## src/rtl/gpio_bank_pkg.sv

```systemverilog
// Package: shared address map and decoded-access type for the GPIO control bank.
// Assumes word-aligned byte offsets; any other address is unlisted.
package gpio_bank_pkg;

    // Number of control registers held by the bank.
    localparam int NUM_REGS = 2;

    // Register indices.
    localparam int IDX_FN  = 0;
    localparam int IDX_DRV = 1;

    // Byte offsets of the direct, set-alias and clear-alias addresses.
    localparam int OFF_FN_DIR  = 'h00;
    localparam int OFF_FN_SET  = 'h04;
    localparam int OFF_FN_CLR  = 'h08;
    localparam int OFF_DRV_DIR = 'h0C;
    localparam int OFF_DRV_SET = 'h10;
    localparam int OFF_DRV_CLR = 'h14;

    // Reset value per register: 1 means all ones, 0 means all zeros.
    localparam logic [NUM_REGS-1:0] RST_ALL_ONES = 2'b01;

    // Decoded access for one cycle, one bit per register in each field.
    typedef struct packed {
        logic [NUM_REGS-1:0] wr_dir;
        logic [NUM_REGS-1:0] wr_set;
        logic [NUM_REGS-1:0] wr_clr;
        logic [NUM_REGS-1:0] rd_dir;
    } bank_access_t;

endpackage

```

## src/rtl/gpio_bank_decode.sv

```systemverilog
// Module: gpio_bank_decode
// Turns the bus address and strobes into per-register direct, set, clear
// and read selects. Assumes the strobes last one cycle; an unlisted address
// raises no select, so the access is dropped.
module gpio_bank_decode
    import gpio_bank_pkg::*;
#(
    parameter int ADDR_W = 8
) (
    input  logic [ADDR_W-1:0] addr,
    input  logic              wr,
    input  logic              rd,
    output bank_access_t      acc
);

    localparam int STRIDE = 12;

    // Address comparison for each register's three addresses.
    always_comb begin
        acc = '0;
        for (int r = 0; r < NUM_REGS; r++) begin
            if (addr == ADDR_W'(OFF_FN_DIR + r * STRIDE)) begin
                acc.wr_dir[r] = wr;
                acc.rd_dir[r] = rd;
            end
            if (addr == ADDR_W'(OFF_FN_SET + r * STRIDE)) begin
                acc.wr_set[r] = wr;
            end
            if (addr == ADDR_W'(OFF_FN_CLR + r * STRIDE)) begin
                acc.wr_clr[r] = wr;
            end
        end
    end

endmodule

```

## src/rtl/gpio_bank_reg.sv

```systemverilog
// Module: gpio_bank_reg
// One per-pin control register with direct, write-one-to-set and
// write-one-to-clear updates. Assumes the decoder raises at most one of the
// three write selects in a cycle; if it raises more, the direct write wins.
module gpio_bank_reg #(
    parameter int   WIDTH    = 32,
    parameter logic RST_ONES = 1'b0
) (
    input  logic             clk,
    input  logic             rst_n,
    input  logic             wr_dir,
    input  logic             wr_set,
    input  logic             wr_clr,
    input  logic [WIDTH-1:0] wdata,
    output logic [WIDTH-1:0] q
);

    localparam logic [WIDTH-1:0] RST_VAL = RST_ONES ? {WIDTH{1'b1}} : {WIDTH{1'b0}};

    // Register update: reset, replace, set bits or clear bits.
    always_ff @(posedge clk) begin
        if (!rst_n) begin
            q <= RST_VAL;
        end else if (wr_dir) begin
            q <= wdata;
        end else if (wr_set) begin
            q <= q | wdata;
        end else if (wr_clr) begin
            q <= q & ~wdata;
        end
    end

endmodule

```

## src/rtl/gpio_bank_rdata.sv

```systemverilog
// Module: gpio_bank_rdata
// Registered read-data path. It captures the selected register's value
// from before this cycle's write. Any cycle with no read strobe, or with no
// read select, loads zero.
module gpio_bank_rdata
    import gpio_bank_pkg::*;
#(
    parameter int WIDTH = 32
) (
    input  logic                            clk,
    input  logic                            rst_n,
    input  logic                            rd,
    input  logic [NUM_REGS-1:0]             rd_sel,
    input  logic [NUM_REGS-1:0][WIDTH-1:0]  regs,
    output logic [WIDTH-1:0]                rdata
);

    logic [WIDTH-1:0] mux_val;

    // OR the register values together under their one-hot read selects.
    always_comb begin
        mux_val = '0;
        for (int r = 0; r < NUM_REGS; r++) begin
            mux_val = mux_val | (regs[r] & {WIDTH{rd_sel[r]}});
        end
    end

    // Capture the read result, or zero when there is no read.
    always_ff @(posedge clk) begin
        if (!rst_n) begin
            rdata <= '0;
        end else if (rd) begin
            rdata <= mux_val;
        end else begin
            rdata <= '0;
        end
    end

endmodule

```

## src/rtl/gpio_ctrl_bank.sv

```systemverilog
// Module: gpio_ctrl_bank (top)
// GPIO control bank: a function-enable mask and a driver-enable mask, each
// with direct, set-alias and clear-alias addresses, on a simple synchronous
// bus. Assumes single-cycle strobes and a synchronous active-low reset.
module gpio_ctrl_bank
    import gpio_bank_pkg::*;
#(
    parameter int PIN_W  = 32,
    parameter int ADDR_W = 8
) (
    input  logic              clk,
    input  logic              rst_n,
    input  logic [ADDR_W-1:0] bus_addr,
    input  logic [PIN_W-1:0]  bus_wdata,
    input  logic              bus_wr,
    input  logic              bus_rd,
    output logic [PIN_W-1:0]  bus_rdata,
    output logic [PIN_W-1:0]  fn_en_o,
    output logic [PIN_W-1:0]  drv_en_o
);

    bank_access_t                    acc;
    logic [NUM_REGS-1:0][PIN_W-1:0]  regs;

    gpio_bank_decode #(
        .ADDR_W (ADDR_W)
    ) u_decode (
        .addr (bus_addr),
        .wr   (bus_wr),
        .rd   (bus_rd),
        .acc  (acc)
    );

    for (genvar r = 0; r < NUM_REGS; r++) begin : g_reg
        gpio_bank_reg #(
            .WIDTH    (PIN_W),
            .RST_ONES (RST_ALL_ONES[r])
        ) u_reg (
            .clk    (clk),
            .rst_n  (rst_n),
            .wr_dir (acc.wr_dir[r]),
            .wr_set (acc.wr_set[r]),
            .wr_clr (acc.wr_clr[r]),
            .wdata  (bus_wdata),
            .q      (regs[r])
        );
    end

    gpio_bank_rdata #(
        .WIDTH (PIN_W)
    ) u_rdata (
        .clk    (clk),
        .rst_n  (rst_n),
        .rd     (bus_rd),
        .rd_sel (acc.rd_dir),
        .regs   (regs),
        .rdata  (bus_rdata)
    );

    // Drive the pad-side masks from the register bank.
    assign fn_en_o  = regs[IDX_FN];
    assign drv_en_o = regs[IDX_DRV];

endmodule

```

## config.mk

```make
export PLATFORM = sky130hd
export DESIGN_NAME = gpio_ctrl_bank
export DESIGN_NICKNAME = d
export VERILOG_FILES = /design/src/rtl/gpio_bank_pkg.sv /design/src/rtl/gpio_bank_decode.sv /design/src/rtl/gpio_bank_reg.sv /design/src/rtl/gpio_bank_rdata.sv /design/src/rtl/gpio_ctrl_bank.sv
export SDC_FILE = /design/constraint.sdc
export NUM_CORES = 1
export LEC_CHECK = 0
export BUFFER_PORTS_ARGS = -buffer_cell sky130_fd_sc_hd__buf_4
export CAP_MARGIN = 5
export CORE_UTILIZATION = 40
export CTS_BUF_LIST = sky130_fd_sc_hd__clkbuf_2 sky130_fd_sc_hd__clkbuf_4 sky130_fd_sc_hd__clkbuf_8
export CTS_CLUSTER_SIZE = 14
export DETAILED_ROUTE_END_ITERATION = 7
export GPL_ROUTABILITY_DRIVEN = 0
export PLACE_DENSITY = 0.66
export SLEW_MARGIN = 5
export SYNTH_ARGS = -nofsm -noshare
export SYNTH_HDL_FRONTEND = slang
export SYNTH_SLANG_ARGS = --single-unit
```

## constraint.sdc

```tcl
create_clock -name clk -period 5.8 [get_ports clk]
set_clock_uncertainty 0.2 [all_clocks]
set_input_delay 1.16 -clock clk [delete_from_list [all_inputs] [get_ports clk]]
set_output_delay 1.16 -clock clk [all_outputs]
set_load 0.03 [all_outputs]
```

==> metrics.csv, run 1 <==
metric,value,unit
synth_top_cell_area_share,47.16,%
power.density,224.9,nW/µm²
cp-end-kind,flip-flop,
io_pins,140,
cp-start-kind,primary input,
grt_overflow,0,
die_h,102.9,µm
synth_fp_nets,440,
path_class,primary input to flip-flop,
seq_area,1922,µm²
std_cell_rows,36,
cap_violations,0,
grt_setup_unrepaired,false,
fp.dieW,102.9,µm
synth_area_per_cell,10.29,µm²
finalHoldViolCount,0,
port_buffers,139,
dr.pass1.iters,5,
timing.final.ws_setup,2.525,ns
ctsResizeCount,0,
ys_seq_area_share,47.16,%
syn-cell-area,4075,µm²
layout-drive-gt1-share,35.06,%
first_iter_violations,233,
root_buffer,clkbuf_8,
cts.path.max_buffers,2,
fin_crit_sh,56.46,%
via_count,4060,
cp.arrival,3.37,ns
antennaDiodeCount,0,
reg2reg_slack,4.81,ns
yosys_warnings,0,
start_util,41.50,%
critPathMaxFanout,34,
cts_buffers,9,
hpwlAfterDp,7856,µm
worst_ir_drop_vdd,0.1130,mV
preCtsSetupSlack,2.172,ns
crit_required,5.89,ns
antenna_found_initial,0,
track_usage,23.58,%
setup_violations,0,
ys_seq_elements,96,
drc,0,
cts.sinks,96,
htree_levels,3,
worstMarginPinSlew,1.263,ns
holdPathEnd,u_rdata.rdata[7]$_SDFF_PN0_,
synth_top_area_cell,dfxtp_1,
cts_tree,built,
hold_path_depth,2,
hold_class,flip-flop to flip-flop,
power_leakage,1.846,nW
synthTopCellsByArea,"dfxtp_1, nand4_1, a221o_1",
synth_cells,396,
max_freq,0.3054,GHz
grt_pass1_vias,3566,
post_cts_buffers,0,
fin_area,5308,µm²
grt_pass1_wl,19350,µm
drv_slew,0,
die-area,10600,µm²
post_dp_cell_area,5115,µm²
r2r_cells,1,
core_area,9819,µm²
path_clk_slew,0.09,ns
fillers,946,
cts-hold-fix-buffers,0,
tns,0,ns
layout.nets,541,
area_delta_synth_final,30.24,%
wl,12670,µm
wl_per_cell,19.96,µm
vias_per_cell,6.394,
clock_latency,0.35,ns
min_period,3.275,ns
multiInputGateArea,1904,µm²
grt_max_degree,73,
ant_nets,0,
status,"finished, final reports clean",
yosysUniqueCellTypes,25,
slew-limit-headroom,15.71,%
==> cells in the final DEF, fill, tap and decap left out <==
cell type | netlist | routed
buf_4 | 0 | 149
nand4_1 | 96 | 96
dfxtp_1 | 96 | 96
a32o_1 | 32 | 32
o2111ai_1 | 32 | 32
a221o_1 | 32 | 32
a21oi_1 | 32 | 32
clkbuf_8 | 0 | 12
nand2_1 | 2 | 2
clkbuf_4 | 0 | 2
nor3_2 | 0 | 1
nor4b_4 | 1 | 1
inv_1 | 1 | 1
a41oi_4 | 0 | 1
nor3b_2 | 1 | 1
nor2b_2 | 0 | 1
or3b_2 | 1 | 1
nand3b_1 | 1 | 1
nand4bb_1 | 1 | 1
or3_1 | 1 | 1
a211oi_4 | 1 | 1
nor4_4 | 1 | 1
nor3b_4 | 0 | 1
nor2b_4 | 0 | 1
nor4bb_4 | 0 | 1
clkinvlp_4 | 0 | 1
clkinv_2 | 0 | 1
==> power breakdown <==
| part | switching, mW | internal [mW] |
|---|---|---|
| Combinational | 0.0734 | 0.0316 |
| Sequential | 0.00129 | 0.660 |
| Clock | 0.227 | 0.201 |
| Total | 0.301 | 0.892 |
==> logic make-up (layout without fill, tap and decap cells) <==
group,after synthesis,in the layout,synth area share (%)
AND/OR/NAND/NOR,110,110,18.02
flip-flops,96,96,47.16
AO/OA/AOI/OAI,130,130,27.23
buffers and inverters,60,166,7.584
==> worst max-delay path: stages <==
cell and delay, ns:
buf_4 0.14, nor4b_4 0.26, buf_4 0.40, nor3b_4 1.09, a221o_1 0.31
==> stage by stage <==
| step | hold slack (ns) | instances | total power [mW] | utilization [%] |
|---|---|---|---|---|
| 2_1_floorplan | 0.4099 | 396 | 0.7265 | - |
| 3_5_place_dp | 0.2805 | 619 | 0.7802 | 52.09 |
| 6_report | 0.2934 | 635 | 1.193 | 54.05 |
| 5_1_grt | 0.3188 | 635 | 1.243 | 54.05 |
| 4_1_cts | 0.2951 | 635 | 1.198 | 54.05 |
| 3_3_place_gp | 0.2793 | 619 | 0.7767 | 52.09 |
==> how the worst max path moves through the flow <==
stage | startpoint | end | depth (start not counted) | slack, ns
3_5_place_dp | bus_addr[4] | flip-flop | 5 | 2.17
2_1_floorplan | bus_addr[3] | flip-flop | 5 | 3.10
5_1_grt | bus_addr[4] | flip-flop | 5 | 2.39
4_1_cts | bus_addr[4] | flip-flop | 5 | 2.55
3_3_place_gp | bus_addr[4] | flip-flop | 5 | 2.26
6_report | bus_addr[4] | flip-flop | 5 | 2.53
==> cell usage after synthesis <==
library cell,number
dfxtp_1,96
nand4_1,96
clkbuf_1,37
a21oi_1,32
a221o_1,32
a32o_1,32
o2111ai_1,32
buf_6,10
buf_2,7
buf_1,5
nand2_1,2
nor2b_1,2
a211oi_4,1
a41oi_1,1
inv_1,1
nand3b_1,1
nand4bb_1,1
nor3_1,1
nor3b_1,1
nor3b_2,1
nor4_4,1
nor4b_4,1
nor4bb_1,1
or3_1,1
or3b_2,1
==> metal layers <==
layer	GRT usage [%]	vias to the layer above	part of all wire, %
met1	32.39	2004	45
met3	5.559	14	6.3
met5	0	-	0
met4	5.742	0	1.1
met2	37.44	160	48
li1	-	1882	-
==> final cells by class <==
cell class / instances / share of cell area (%)
flip-flops and latches: 96 / 36.21
well taps: 133 / 3.135
repair buffers: 149 / 21.07
inverters: 1 / 0.07072
clock inverters: 2 / 0.2357
multi-input cells: 240 / 35.88
clock buffers: 14 / 3.395
No activity file was read; power rests on OpenSTA's default activity.
==> inputs of run 2 (changes only) <==
Settings changed: PLACE_DENSITY 0.66 to 0.69.
Clock period 5.8 ns to 2.79 ns, I/O delays scaled along.
==> run 2 against run 1 <==
  * Power up 120%
  * Sequential cell count unchanged
  * Cell count rose by 2.0%
  * Design area is 2.9% higher
  * Clock-buffer cell count decreased by 5
  * Sequential power increased by 110%
  * Sequential share of layout area decreased by 1.0 points
  * Worst setup slack got worse by 1.7 ns
  * Clock power grew 130%
  * Utilization is 1.6 points higher
  * Combinational power increased by 120%
  * Critical path type unchanged
==> metrics.csv, run 2 (synthesized netlist as in run 1, its figures left out) <==
metric,value,unit
crit_required,2.84,ns
cts_buffers,9,
critPathMaxStageDelay,0.31,ns
fin_cells,648,
port_buffers,139,
cts.sinks,96,
track_usage,24.21,%
multiInputGateArea,1904,µm²
fillers,885,
drc,0,
slew-limit-headroom,50.59,%
drv_slew,0,
cp.depth,6,
layout_common_cells,"buf_4, nand4_1, dfxtp_1",
setup_violations,0,
switchingPower,694.1,µW
min_period,1.980,ns
ant_nets,0,
finalHoldViolCount,0,
grt_pass1_wl,19950,µm
cp-end-kind,flip-flop,
htree_levels,3,
antennaDiodeCount,0,
dp_cells,632,
grt_setup_unrepaired,false,
cp.arrival,2.03,ns
seq_area,1922,µm²
path_class,primary input to flip-flop,
grt_overflow,0,
worstMarginPinSlew,0.7394,ns
min_from,bus_wdata[7],
die-area,10600,µm²
reg2reg_slack,1.81,ns
via_count,4155,
swShare,26.94,%
fin_crit_sh,70.95,%
die_h,102.9,µm
layout.nets,554,
vias_per_cell,6.412,
cap_violations,0,
r2r_cells,1,
cp_top_family,buffers and inverters,
wl,13030,µm
power.density,471.7,nW/µm²
final_common_cell,buf_4,
cts_tree,built,
ctsResizeCount,0,
post_cts_buffers,0,
cts-hold-fix-buffers,0,
clock_latency,0.35,ns
status,"finished, final reports clean",
layout-drive-gt1-share,36.70,%
p_seq_share,53.4,%
power_leakage,1.924,nW
hold_path_depth,2,
max_freq,0.5051,GHz
p_int,1.882,mW
cts.path.max_buffers,2,
crit_top_cell,buf_4,
dr.pass1.iters,5,
core_area,9819,µm²
p_clk_share,37.5,%
grt_pass1_vias,3814,
path_cells,buf_4 > nor4b_4 > buf_4 > buf_4 > o2111ai_1 > a221o_1,
tns,0,ns
hold_class,primary input to flip-flop,
wl_per_cell,20.11,µm
area_delta_synth_final,34.02,%
first_iter_violations,392,
start_util,41.50,%
std_cell_rows,36,
antenna_found_initial,0,
cp-start-kind,primary input,
path_clk_slew,0.11,ns
combPwrFrac,9.1,%
grt_max_degree,88,
fp.dieW,102.9,µm
crit_buf_inv,3,
io_pins,140,
critPathMaxFanout,18,
hpwlAfterDp,8220,µm
crit_slowest_cell,a221o_1,
root_buffer,clkbuf_8,
worst_ir_drop_vdd,0.2867,mV
==> run 2: cell types whose count changed in the layout (fill, tap and decap cells not counted) <==
cell,change
inv_6,+3
buf_4,+10
clkinv_2,-1
clkinvlp_4,+1
clkinv_8,+1
clkbuf_4,-2
buf_12,+3
bufinv_16,+1
clkbuf_8,-3
==> run 2: power by group through the flow <==
stage / Clock [mW] / Sequential (mW) / Combinational, mW
after global placement: 0 / 1.41 / 0.226
after detailed placement: 0 / 1.41 / 0.231
after floorplan: 0 / 1.41 / 0.0984
final: 0.967 / 1.37 / 0.235
after CTS: 0.984 / 1.37 / 0.232
after global routing: 1.05 / 1.38 / 0.248
==> run 2: worst max-delay path by stage <==
stage	startpoint	endpoint
2_1_floorplan	bus_addr[3]	flip-flop
3_3_place_gp	bus_addr[4]	flip-flop
3_5_place_dp	bus_addr[4]	flip-flop
4_1_cts	bus_addr[4]	flip-flop
5_1_grt	bus_addr[4]	flip-flop
6_report	bus_addr[4]	flip-flop
==> run 2: per-stage QoR <==
| stage | hold WS (ns) | cell area [µm²] | util, % | power (mW) | setup slack (ns) |
|---|---|---|---|---|---|
| final | 0.2313 | 5461 | 55.62 | 2.576 | 0.8104 |
| after global routing | 0.2119 | 5461 | 55.62 | 2.678 | 0.7520 |
| after CTS | 0.2152 | 5461 | 55.62 | 2.590 | 0.8573 |
| after detailed placement | 0.2839 | 5250 | 53.47 | 1.638 | 0.4590 |
| after global placement | 0.2784 | 5250 | 53.47 | 1.633 | 0.4894 |
| after floorplan | 0.4099 | 4075 | - | 1.510 | 0.6874 |
==> run 2: metal layers <==
metal	part of all wire, %	track usage [%]	routed length, µm	vias to the layer above
met5	0	0	0	-
met4	1.3	6.717	166	0
met3	6.0	5.288	787	13
met2	49	39.03	6322	174
met1	44	32.69	5754	2059
li1	-	-	-	1909
==> run 2: cell type report <==
class / count / area share [%]
well taps: 133 / 3.047
inverters: 1 / 0.06873
repair buffers: 162 / 22.96
flip-flops and latches: 96 / 35.19
multi-input cells: 240 / 34.87
clock inverters: 7 / 1.604
clock buffers: 9 / 2.268
